==> config.mk <==
export PLATFORM = sky130hd
export DESIGN_NAME = store_gather_buf
export DESIGN_NICKNAME = d
export VERILOG_FILES = /design/src/rtl/sgwb_pkg.sv /design/src/rtl/sgwb_router.sv /design/src/rtl/sgwb_mergeable.sv /design/src/rtl/sgwb_entry.sv /design/src/rtl/sgwb_outreg.sv /design/src/rtl/store_gather_buf.sv
export SDC_FILE = /design/constraint.sdc
export NUM_CORES = 1
export LEC_CHECK = 0
export ABC_AREA = 1
export BUFFER_PORTS_ARGS = -buffer_cell sky130_fd_sc_hd__buf_2
export CAP_MARGIN = 20
export CORE_ASPECT_RATIO = 1.75
export CORE_MARGIN = 2
export CORE_UTILIZATION = 55
export CTS_BUF_LIST = sky130_fd_sc_hd__clkbuf_4 sky130_fd_sc_hd__clkbuf_8
export DETAILED_ROUTE_END_ITERATION = 8
export PLACE_DENSITY = 0.83
export SKIP_LAST_GASP = 1
export SYNTH_ARGS = -nofsm -noshare
export SYNTH_HDL_FRONTEND = slang
export SYNTH_HIERARCHICAL = 1
export SYNTH_SLANG_ARGS = --single-unit
==> constraint.sdc <==
create_clock -name clk -period 8.4 [get_ports clk]
set_input_delay 1.68 -clock clk [delete_from_list [all_inputs] [get_ports clk]]
set_output_delay 1.68 -clock clk [all_outputs]
set_load 0.02 [all_outputs]
==> src/rtl/sgwb_pkg.sv <==
package sgwb_pkg;

  // Where an accepted store goes
  typedef struct packed {
    logic gather;    // towards memory through the gathering entry
    logic to_cache;  // written into the data array
    logic fill;      // line fill must be requested
  } st_route_t;

  function automatic st_route_t route_store(input logic ci, input logic wt,
                                            input logic noalloc, input logic hit);
    st_route_t r;
    r.gather   = ci | wt | (~hit & noalloc);
    r.to_cache = ~ci & (hit | ~noalloc);
    r.fill     = ~ci & ~hit & ~noalloc;
    return r;
  endfunction

endpackage

==> src/rtl/sgwb_router.sv <==
module sgwb_router
  import sgwb_pkg::*;
(
  input  logic      ci,
  input  logic      wt,
  input  logic      noalloc,
  input  logic      hit,
  output st_route_t route
);
  always_comb route = route_store(ci, wt, noalloc, hit);
endmodule

==> src/rtl/sgwb_mergeable.sv <==
module sgwb_mergeable #(
  parameter int LANES = 16,
  parameter int TAG_W = 28
) (
  input  logic             ent_valid,
  input  logic [TAG_W-1:0] ent_tag,
  input  logic [LANES-1:0] ent_be,
  input  logic             ent_ci,
  input  logic [TAG_W-1:0] st_tag,
  input  logic [LANES-1:0] st_be,
  input  logic             st_ci,
  output logic             can_merge
);
  logic [LANES-1:0] lane_union;
  logic [LANES-1:0] run_start;

  always_comb begin
    lane_union = ent_be | st_be;
    // a set bit whose lower neighbour is clear starts a run of lanes
    run_start  = lane_union & ~(lane_union << 1);
    can_merge  = ent_valid && (ent_tag == st_tag) && (ent_ci == st_ci) &&
                 ($countones(run_start) <= 1);
  end
endmodule

==> src/rtl/sgwb_entry.sv <==
module sgwb_entry #(
  parameter int LANES   = 16,
  parameter int TAG_W   = 28,
  parameter int TIMEOUT = 8
) (
  input  logic               clk,
  input  logic               rst_n,
  input  logic               load,
  input  logic               merge,
  input  logic               flush,
  input  logic [TAG_W-1:0]   in_tag,
  input  logic [LANES-1:0]   in_be,
  input  logic [LANES*8-1:0] in_data,
  input  logic               in_ci,
  output logic               ent_valid,
  output logic [TAG_W-1:0]   ent_tag,
  output logic [LANES-1:0]   ent_be,
  output logic [LANES*8-1:0] ent_data,
  output logic               ent_ci,
  output logic               expired
);
  localparam int CNT_W = $clog2(TIMEOUT + 1);
  localparam logic [CNT_W-1:0] LIMIT = CNT_W'(TIMEOUT - 1);

  logic [CNT_W-1:0] idle_q;
  logic [7:0]       lane_q [LANES];

  always_ff @(posedge clk) begin
    if (!rst_n) begin
      ent_valid <= 1'b0;
      ent_tag   <= '0;
      ent_be    <= '0;
      ent_ci    <= 1'b0;
      idle_q    <= '0;
    end else if (load) begin
      ent_valid <= 1'b1;
      ent_tag   <= in_tag;
      ent_be    <= in_be;
      ent_ci    <= in_ci;
      idle_q    <= '0;
    end else if (merge) begin
      ent_be    <= ent_be | in_be;
      idle_q    <= '0;
    end else if (flush) begin
      ent_valid <= 1'b0;
      idle_q    <= '0;
    end else if (ent_valid && idle_q != LIMIT) begin
      idle_q    <= idle_q + CNT_W'(1);
    end
  end

  for (genvar g = 0; g < LANES; g++) begin : g_lane
    always_ff @(posedge clk) begin
      if (load)
        lane_q[g] <= in_be[g] ? in_data[g*8 +: 8] : 8'h00;
      else if (merge && in_be[g])
        lane_q[g] <= in_data[g*8 +: 8];
    end
    assign ent_data[g*8 +: 8] = lane_q[g];
  end

  assign expired = ent_valid && (idle_q == LIMIT);
endmodule

==> src/rtl/sgwb_outreg.sv <==
module sgwb_outreg #(
  parameter int LANES  = 16,
  parameter int ADDR_W = 32
) (
  input  logic               clk,
  input  logic               rst_n,
  input  logic               capture,
  input  logic [ADDR_W-1:0]  in_addr,
  input  logic [LANES-1:0]   in_be,
  input  logic [LANES*8-1:0] in_data,
  output logic               mem_valid,
  input  logic               mem_ready,
  output logic [ADDR_W-1:0]  mem_addr,
  output logic [LANES-1:0]   mem_be,
  output logic [LANES*8-1:0] mem_data
);
  always_ff @(posedge clk) begin
    if (!rst_n) begin
      mem_valid <= 1'b0;
      mem_addr  <= '0;
      mem_be    <= '0;
      mem_data  <= '0;
    end else if (capture) begin
      mem_valid <= 1'b1;
      mem_addr  <= in_addr;
      mem_be    <= in_be;
      mem_data  <= in_data;
    end else if (mem_ready) begin
      mem_valid <= 1'b0;
    end
  end
endmodule

==> src/rtl/store_gather_buf.sv <==
module store_gather_buf
  import sgwb_pkg::*;
#(
  parameter int ADDR_W  = 32,
  parameter int LANES   = 16,
  parameter int TIMEOUT = 8,
  localparam int OFF_W  = $clog2(LANES),
  localparam int TAG_W  = ADDR_W - OFF_W,
  localparam int DATA_W = LANES * 8
) (
  input  logic              clk,
  input  logic              rst_n,
  input  logic              st_valid,
  output logic              st_ready,
  input  logic [TAG_W-1:0]  st_line,
  input  logic [LANES-1:0]  st_be,
  input  logic [DATA_W-1:0] st_data,
  input  logic              st_wt,
  input  logic              st_ci,
  input  logic              st_noalloc,
  input  logic              st_hit,
  input  logic              drain_req,
  output logic              mem_valid,
  input  logic              mem_ready,
  output logic [ADDR_W-1:0] mem_addr,
  output logic [LANES-1:0]  mem_be,
  output logic [DATA_W-1:0] mem_data,
  output logic              fill_req,
  output logic [ADDR_W-1:0] fill_addr,
  output logic              cache_wr
);
  st_route_t         route;
  logic              st_fire, g_fire, can_merge, do_merge, do_load, do_flush;
  logic              ent_valid, ent_ci, expired;
  logic [TAG_W-1:0]  ent_tag;
  logic [LANES-1:0]  ent_be;
  logic [DATA_W-1:0] ent_data;

  sgwb_router u_router (
    .ci(st_ci), .wt(st_wt), .noalloc(st_noalloc), .hit(st_hit), .route(route)
  );

  sgwb_mergeable #(.LANES(LANES), .TAG_W(TAG_W)) u_mergeable (
    .ent_valid(ent_valid), .ent_tag(ent_tag), .ent_be(ent_be), .ent_ci(ent_ci),
    .st_tag(st_line), .st_be(st_be), .st_ci(st_ci), .can_merge(can_merge)
  );

  // Stores stall while a write waits on memory and while a drain is asked for
  assign st_ready = !mem_valid && !drain_req;
  assign st_fire  = st_valid && st_ready;
  assign g_fire   = st_fire && route.gather;
  assign do_merge = g_fire && can_merge;
  assign do_load  = g_fire && !can_merge;

  // Output stage is free whenever a flush is chosen; a merge outranks expiry
  assign do_flush = ent_valid && !mem_valid &&
                    (do_load || (expired && !do_merge) || drain_req);

  sgwb_entry #(.LANES(LANES), .TAG_W(TAG_W), .TIMEOUT(TIMEOUT)) u_entry (
    .clk(clk), .rst_n(rst_n), .load(do_load), .merge(do_merge), .flush(do_flush),
    .in_tag(st_line), .in_be(st_be), .in_data(st_data), .in_ci(st_ci),
    .ent_valid(ent_valid), .ent_tag(ent_tag), .ent_be(ent_be),
    .ent_data(ent_data), .ent_ci(ent_ci), .expired(expired)
  );

  sgwb_outreg #(.LANES(LANES), .ADDR_W(ADDR_W)) u_outreg (
    .clk(clk), .rst_n(rst_n), .capture(do_flush),
    .in_addr({ent_tag, {OFF_W{1'b0}}}), .in_be(ent_be), .in_data(ent_data),
    .mem_valid(mem_valid), .mem_ready(mem_ready),
    .mem_addr(mem_addr), .mem_be(mem_be), .mem_data(mem_data)
  );

  assign fill_req  = st_fire && route.fill;
  assign fill_addr = {st_line, {OFF_W{1'b0}}};
  assign cache_wr  = st_fire && route.to_cache;
endmodule

* After elaboration in Yosys (flattened, before gate mapping)
Memory sizes are Yosys's and may differ from the RTL's. A register that Yosys moved wholly into a read port is not among the register bits.
Index checks and enable logic that the tools add are counted.
** Word-level totals
- Flip-flop bits (word level) :: 95
- Memory bits (writable) :: 128
- Logic and storage cells :: 208
- Memories kept :: 1
** Operators by class
- $add $sub $neg :: 16
- $lt $le $gt $ge :: 1
- Equal/unequal tests :: 5
- Multiplexer cells :: 89
- Bitwise gates (word level) :: 30
- Reductions and logical operators :: 58
** Memories
- u_entry.lane_q :: words 16, bits a word 8, rd ports 16, clocked after Yosys merged registers in 16, wr ports 16, RTL line sgwb_entry.sv:26 : logic [7:0] lane_q [LANES];
** Operators with widths (number)
- 8-bit 2-to-1 mux :: 32
- 32-bit adder :: 7
- 1-bit 2-to-1 mux :: 55
- 32-bit by 2-bit less-or-equal comparator with 1-bit output (second input constant) :: 1
- 16-bit 2-to-1 mux :: 2
- 1-bit logical AND :: 31
- 28-bit == test :: 1
- 1-bit logical NOT :: 20
- 1-bit bitwise OR :: 19
- 1-bit by 1-bit adder with 2-bit output :: 8
- 16-bit AND :: 1
- 16-bit inverter :: 1
- 16-bit bitwise OR :: 1
- 2-bit nonzero test :: 3
- 4-bit by 1-bit adder with 4-bit output (second input constant) :: 1
- 1-bit AND :: 4
- 4-bit by 3-bit == test with 1-bit output (second input constant) :: 1
- 4-bit by 3-bit != test with 1-bit output (second input constant) :: 1
- 1-bit inverter :: 4
- 4-bit OR reduction :: 1
- 1-bit logical OR :: 2
- 2-bit by 1-bit != test with 1-bit output (second input constant) :: 1
- 2-bit AND reduction :: 1
- 1-bit == test :: 1

* Longest topological paths before layout
- Word-level depth :: 18
- Depth in mapped cells :: 29

* Modules after synthesis
Netlist, hierarchy kept.
** Modules (own cells, without submodules)
- sgwb_entry :: instances 1, cells each 669, area an instance 6825.3 um^2
- sgwb_outreg :: instances 1, cells each 767, area an instance 6123.4 um^2
- sgwb_mergeable :: instances 1, cells each 180, area an instance 970.9 um^2
- store_gather_buf :: instances 1, cells each 51, area an instance 319.1 um^2
- sgwb_router :: instances 1, cells each 8, area an instance 31.3 um^2

* Worst setup path before layout
OpenSTA, ideal clock, no wires.
- Path type :: input -> register
- Start point :: input st_be[10]
- End point :: register u_outreg.mem_be[2]
- Library setup time :: 64 ps
- Arrival :: 6232 ps
- Setup slack :: 2104 ps
- Stages :: 26
- Path through :: or3_1 fa_1 fa_1 fa_1 fa_1 inv_1 ha_1 fa_1 nor2_1 nand2_1 nor2_1 nand2_1 nor2_1 nand3_1 nor2_1 inv_1 nand4_1 nand3_1 nand2_1 inv_1 buf_4 inv_2 buf_6 buf_6 nor2_1 nor2_1
** On the way
- Cells in the longest elaborated chain, start to end :: 15
** Ends and longest elaborated chain
- start, declared :: RTL line store_gather_buf.sv:16 : input logic [LANES-1:0] st_be,
- 16-bit bitwise OR (*) :: RTL line sgwb_mergeable.sv:18 : lane_union = ent_be | st_be;
- 16-bit inverter :: RTL line sgwb_mergeable.sv:20 : run_start = lane_union & ~(lane_union << 1);
- 16-bit AND (*) :: RTL line sgwb_mergeable.sv:20
- 1-bit by 1-bit adder with 2-bit output (not written as such) (*) :: RTL line sgwb_mergeable.sv:22 : ($countones(run_start) <= 1);
- 32-bit adder (not written as such) (*) (3 in a row) :: RTL line sgwb_mergeable.sv:22
- 32-bit by 2-bit less-or-equal comparator with 1-bit output (*) :: RTL line sgwb_mergeable.sv:22
- 1-bit logical AND (*) :: RTL line sgwb_mergeable.sv:21 : can_merge = ent_valid && (ent_tag == st_tag) && (ent_ci == st_ci) &&
- via can_merge :: RTL line store_gather_buf.sv:33 : logic st_fire, g_fire, can_merge, do_merge, do_load, do_flush;
- 1-bit logical AND :: RTL line store_gather_buf.sv:52 : assign do_merge = g_fire && can_merge;
- 1-bit logical NOT :: RTL line store_gather_buf.sv:57 : (do_load || (expired && !do_merge) || drain_req);
- 1-bit logical AND :: RTL line store_gather_buf.sv:57
- 1-bit logical OR (*) (2 in a row) :: RTL line store_gather_buf.sv:57
- 1-bit logical AND (*) :: RTL line store_gather_buf.sv:56 : assign do_flush = ent_valid && !mem_valid &&
- via do_flush :: RTL line store_gather_buf.sv:33
- end signal, assigned :: RTL line sgwb_outreg.sv:26 : mem_be <= in_be;
- end, declared :: RTL line sgwb_outreg.sv:14 : output logic [LANES-1:0] mem_be,
Mark *: on every way through the listed nets, which the timed path passes. The rest lies on a longest branch.
A chain may end at the register's enable or synchronous reset.

* Worst setup path in the final report
- Start point :: input st_be[11]
- End point :: register u_outreg.mem_data[116], read port of u_entry.lane_q
** On the way
- Cells in the longest elaborated chain, start to end :: 15
** Ends and longest elaborated chain
- 16-bit bitwise OR (*) :: RTL line sgwb_mergeable.sv:18
- 16-bit inverter :: RTL line sgwb_mergeable.sv:20
- 16-bit AND (*) :: RTL line sgwb_mergeable.sv:20
- 1-bit by 1-bit adder with 2-bit output (not written as such) :: RTL line sgwb_mergeable.sv:22
- 32-bit adder (not written as such) :: RTL line sgwb_mergeable.sv:22
- 32-bit adder (not written as such) (*) (2 in a row) :: RTL line sgwb_mergeable.sv:22
- 32-bit by 2-bit less-or-equal comparator with 1-bit output (*) :: RTL line sgwb_mergeable.sv:22
- 1-bit logical AND (*) :: RTL line sgwb_mergeable.sv:21
- via can_merge :: RTL line store_gather_buf.sv:33
- 1-bit logical AND :: RTL line store_gather_buf.sv:52
- 1-bit logical NOT :: RTL line store_gather_buf.sv:57
- 1-bit logical AND :: RTL line store_gather_buf.sv:57
- 1-bit logical OR (*) (2 in a row) :: RTL line store_gather_buf.sv:57
- 1-bit logical AND (*) :: RTL line store_gather_buf.sv:56
- via do_flush :: RTL line store_gather_buf.sv:33
- end, declared :: RTL line sgwb_outreg.sv:15 : output logic [LANES*8-1:0] mem_data
Marks and branches as above.

==> out/qor.txt <==
Post-Synth XOR/XNOR Area -> 0.00675
Core area -> 25800 um2
Worst slew pin tran -> 0.942 ns
Antenna violations before repair -> 3
Cell Area, Placed -> 16000 um2
Maximum VDD drop -> 0.000139 V
Synth Flop Type -> dfxtp_1
Worst-path clk slew -> 0.07 ns
Synth Area per Inst -> 8.52 um2
Nets -> 2206
Port Buffers -> 388
DRT Pass-1 Iters -> 6
Crit path max fanout -> 122
R2R depth -> 21
Max Fclk -> 147 MHz
Post CTS Setup Buffer Count -> 0
Avg WL per Cell -> 16.3 um
Simple-Gate Fraction of Synth Area -> 0.197
#FFs+latches synth -> 355
Setup TNS -> 0 ns
Layout area overhead -> 19.6%
FFs w/ async S/R, synth -> 0
Outcome -> completed
Most instantiated cells after synthesis -> nor2_1, nand2_1, dfxtp_1, o21ai_0, inv_1
Slew HR -> 0.372
Hold Crit Depth -> 2
Critical setup path kind -> in2reg
Count leader, synth -> nor2_1
Final antenna-violating net count -> 0
Die area -> 27300 um2
Finish-stage setup viols -> 0
Cts bufs inserted -> 48
IO Pins -> 393
Hold_buf cts -> 0
Largest net degree at the start of global routing -> 123
DR vias/cell -> 5.10
Period minus WS final -> 6.78 ns
Drc violations -> 0
Count of cell types in the netlist -> 33
Pre-CTS setup slack -> 1.08 ns
Yosys top cell area share -> 0.318
Clk sink count -> 355
Dpl cells -> 2279
Dpl hpwl -> 26800 um
Iter 0 DRT Violations -> 915
Cell taking the most area after synthesis -> dfxtp_1
Worst-Skew Late Latency -> 0.59 ns
Main combinational cell family by area after synthesis -> simple AND/OR/NAND/NOR gates
Complex-gate fraction of the synthesized area -> 0.0849
Total wire length -> 38700 um
CTS tree -> done
CP arrival -> 7.30 ns
Total power -> 3.82 mW
Fin. Hold Viols -> 0
Post-Syn Area -> 14300 um2
Yosys warnings -> 6
Starting density of the core -> 0.554
Total gr overflow -> 0
Pwr/cell area -> 224 nW/um2
Share of cells above drive strength 1 -> 0.242
Final worst path period share -> 0.807
Max-slew violations -> 0
Setup ws final -> 1.62 ns
First-pass GRT wire length -> 59300 um
Final Cell Area -> 17100 um2
Tot GR Track Use -> 0.273
Crit path launch type -> input port
Routability cong. -> 0.872
Number of synthesized flops with an enable pin -> 128
Non-filler cells, final -> 2370
Setup Skew -> 0.0149 ns
Sequential fraction of the synthesis area -> 0.588
Leak Pwr -> 9.06 nW
Vias in the first global route -> 11900
Top cells by area, synth -> dfxtp_1, edfxtp_1, nor2_1
Vias -> 12100
Cells after Synth -> 1675
Die Width -> 126 um
Die Y -> 217 um
RSZ-0062 raised after global routing -> no
CP endpoint kind -> flop
# Max-Cap Violations -> 0
CP required -> 8.92 ns
Adder-Cell Fraction of Synth Area -> 0.0188
Fraction of synthesized area in multiplexers -> 0
Cts repair resizes -> 0
Row count -> 78
Hold Crit Class -> reg2reg
Max clock buf depth -> 3
Clock root cell -> clkbuf_8
Htree depth -> 2
Util after Layout -> 0.663
Hold_ws -> 0.470 ns
[worst paths after layout]
check | slack (ns) | end | from
hold reg to reg | 0.47 | u_outreg/mem_data[13] | u_entry/lane_q[0][13]
setup / recovery | 1.62 | u_outreg/mem_data[116] | st_be[11]
hold / removal | 0.47 | u_outreg/mem_data[13] | u_entry/lane_q[0][13]
setup reg to reg | 2.60 | u_outreg/mem_data[116] | u_entry/ent_be[11]
[per-layer routing]
metal	vias to the layer above	GRT usage	wire length (um)
met3	111	0.0499	2600
met1	5621	0.293	13900
met5	-	0	13
li1	5832	-	-
met4	2	0.135	1760
met2	518	0.508	20400
[power breakdown]
| group | internal (mW) | switching (mW) | total, mW | leakage [nW] |
|---|---|---|---|---|
| clock | 0.756 | 0.631 | 1.39 | 0.558 |
| combinational | 0.165 | 0.334 | 0.499 | 5.43 |
| sequential | 1.88 | 0.0499 | 1.93 | 3.06 |
[sequential cells by signal (all words and copies together), names as in the netlist]
name and flops:
u_entry/ent_be 16, u_outreg/mem_valid 1, u_entry/idle_q 4, u_outreg/mem_be 16, u_entry/lane_q 128, u_outreg/mem_addr 32
u_entry/ent_ci 1, u_outreg/mem_data 128, u_entry/ent_valid 1, u_entry/ent_tag 28
[kinds of logic after synthesis]
group                      after synthesis
AOI/OAI and AO/OA                      241
xor gates and xnor gates                11
adders and majority gates               16
buffers and inverters                  318
DFF                                    355
other                                    1
and+or+nand+nor                        733
[critical path, stage by stage]
cell     delay (ns)
buf_2          0.20
nor2_1         0.08
or3_1          0.32
fa_1           0.49
fa_1           0.52
fa_1           0.53
fa_1           0.50
inv_1          0.04
ha_1           0.20
fa_1           0.44
a31oi_1        0.24
nor2_1         0.09
nand3_1        0.09
nor2_1         0.04
inv_1          0.08
nand4_1        0.12
nand3_1        0.12
nand2_1        0.09
inv_4          0.40
buf_12         0.39
o21ai_0        0.25
nor2_1         0.17
[cell usage in the layout (no fill, tap or decap)]
cell / n
a21oi_1: 22
a31oi_1: 2
buf_12: 3
buf_2: 387
buf_4: 8
clkbuf_4: 19
clkbuf_8: 63
clkinv_1: 3
clkinv_2: 2
clkinv_4: 1
clkinvlp_4: 1
conb_1: 8
dfxtp_1: 227
diode_2: 2
edfxtp_1: 128
fa_1: 9
ha_1: 7
inv_1: 192
inv_2: 1
inv_4: 2
inv_6: 2
nand2_1: 266
nand2_8: 1
nand3_1: 7
nand4_1: 2
nor2_1: 446
nor2_2: 2
nor3_1: 3
nor3_4: 1
o211ai_1: 1
o21ai_0: 215
o21ai_1: 1
or2_2: 2
or3_1: 2
or4_1: 1
xnor2_1: 10
xor2_1: 1
[final cells by class]
| type | instances | area, um2 |
|---|---|---|
| sequential | 355 | 8390 |
| multi-input combinational | 1009 | 4420 |
| timing repair buffer | 398 | 2060 |
| tap | 320 | 400 |
| fill | 2072 | 8690 |
| clock inverter | 7 | 37.5 |
| antenna | 2 | 5.00 |
| clock buffer | 82 | 1010 |
| inverter | 197 | 754 |
No activity file was read; power rests on OpenSTA's default activity.
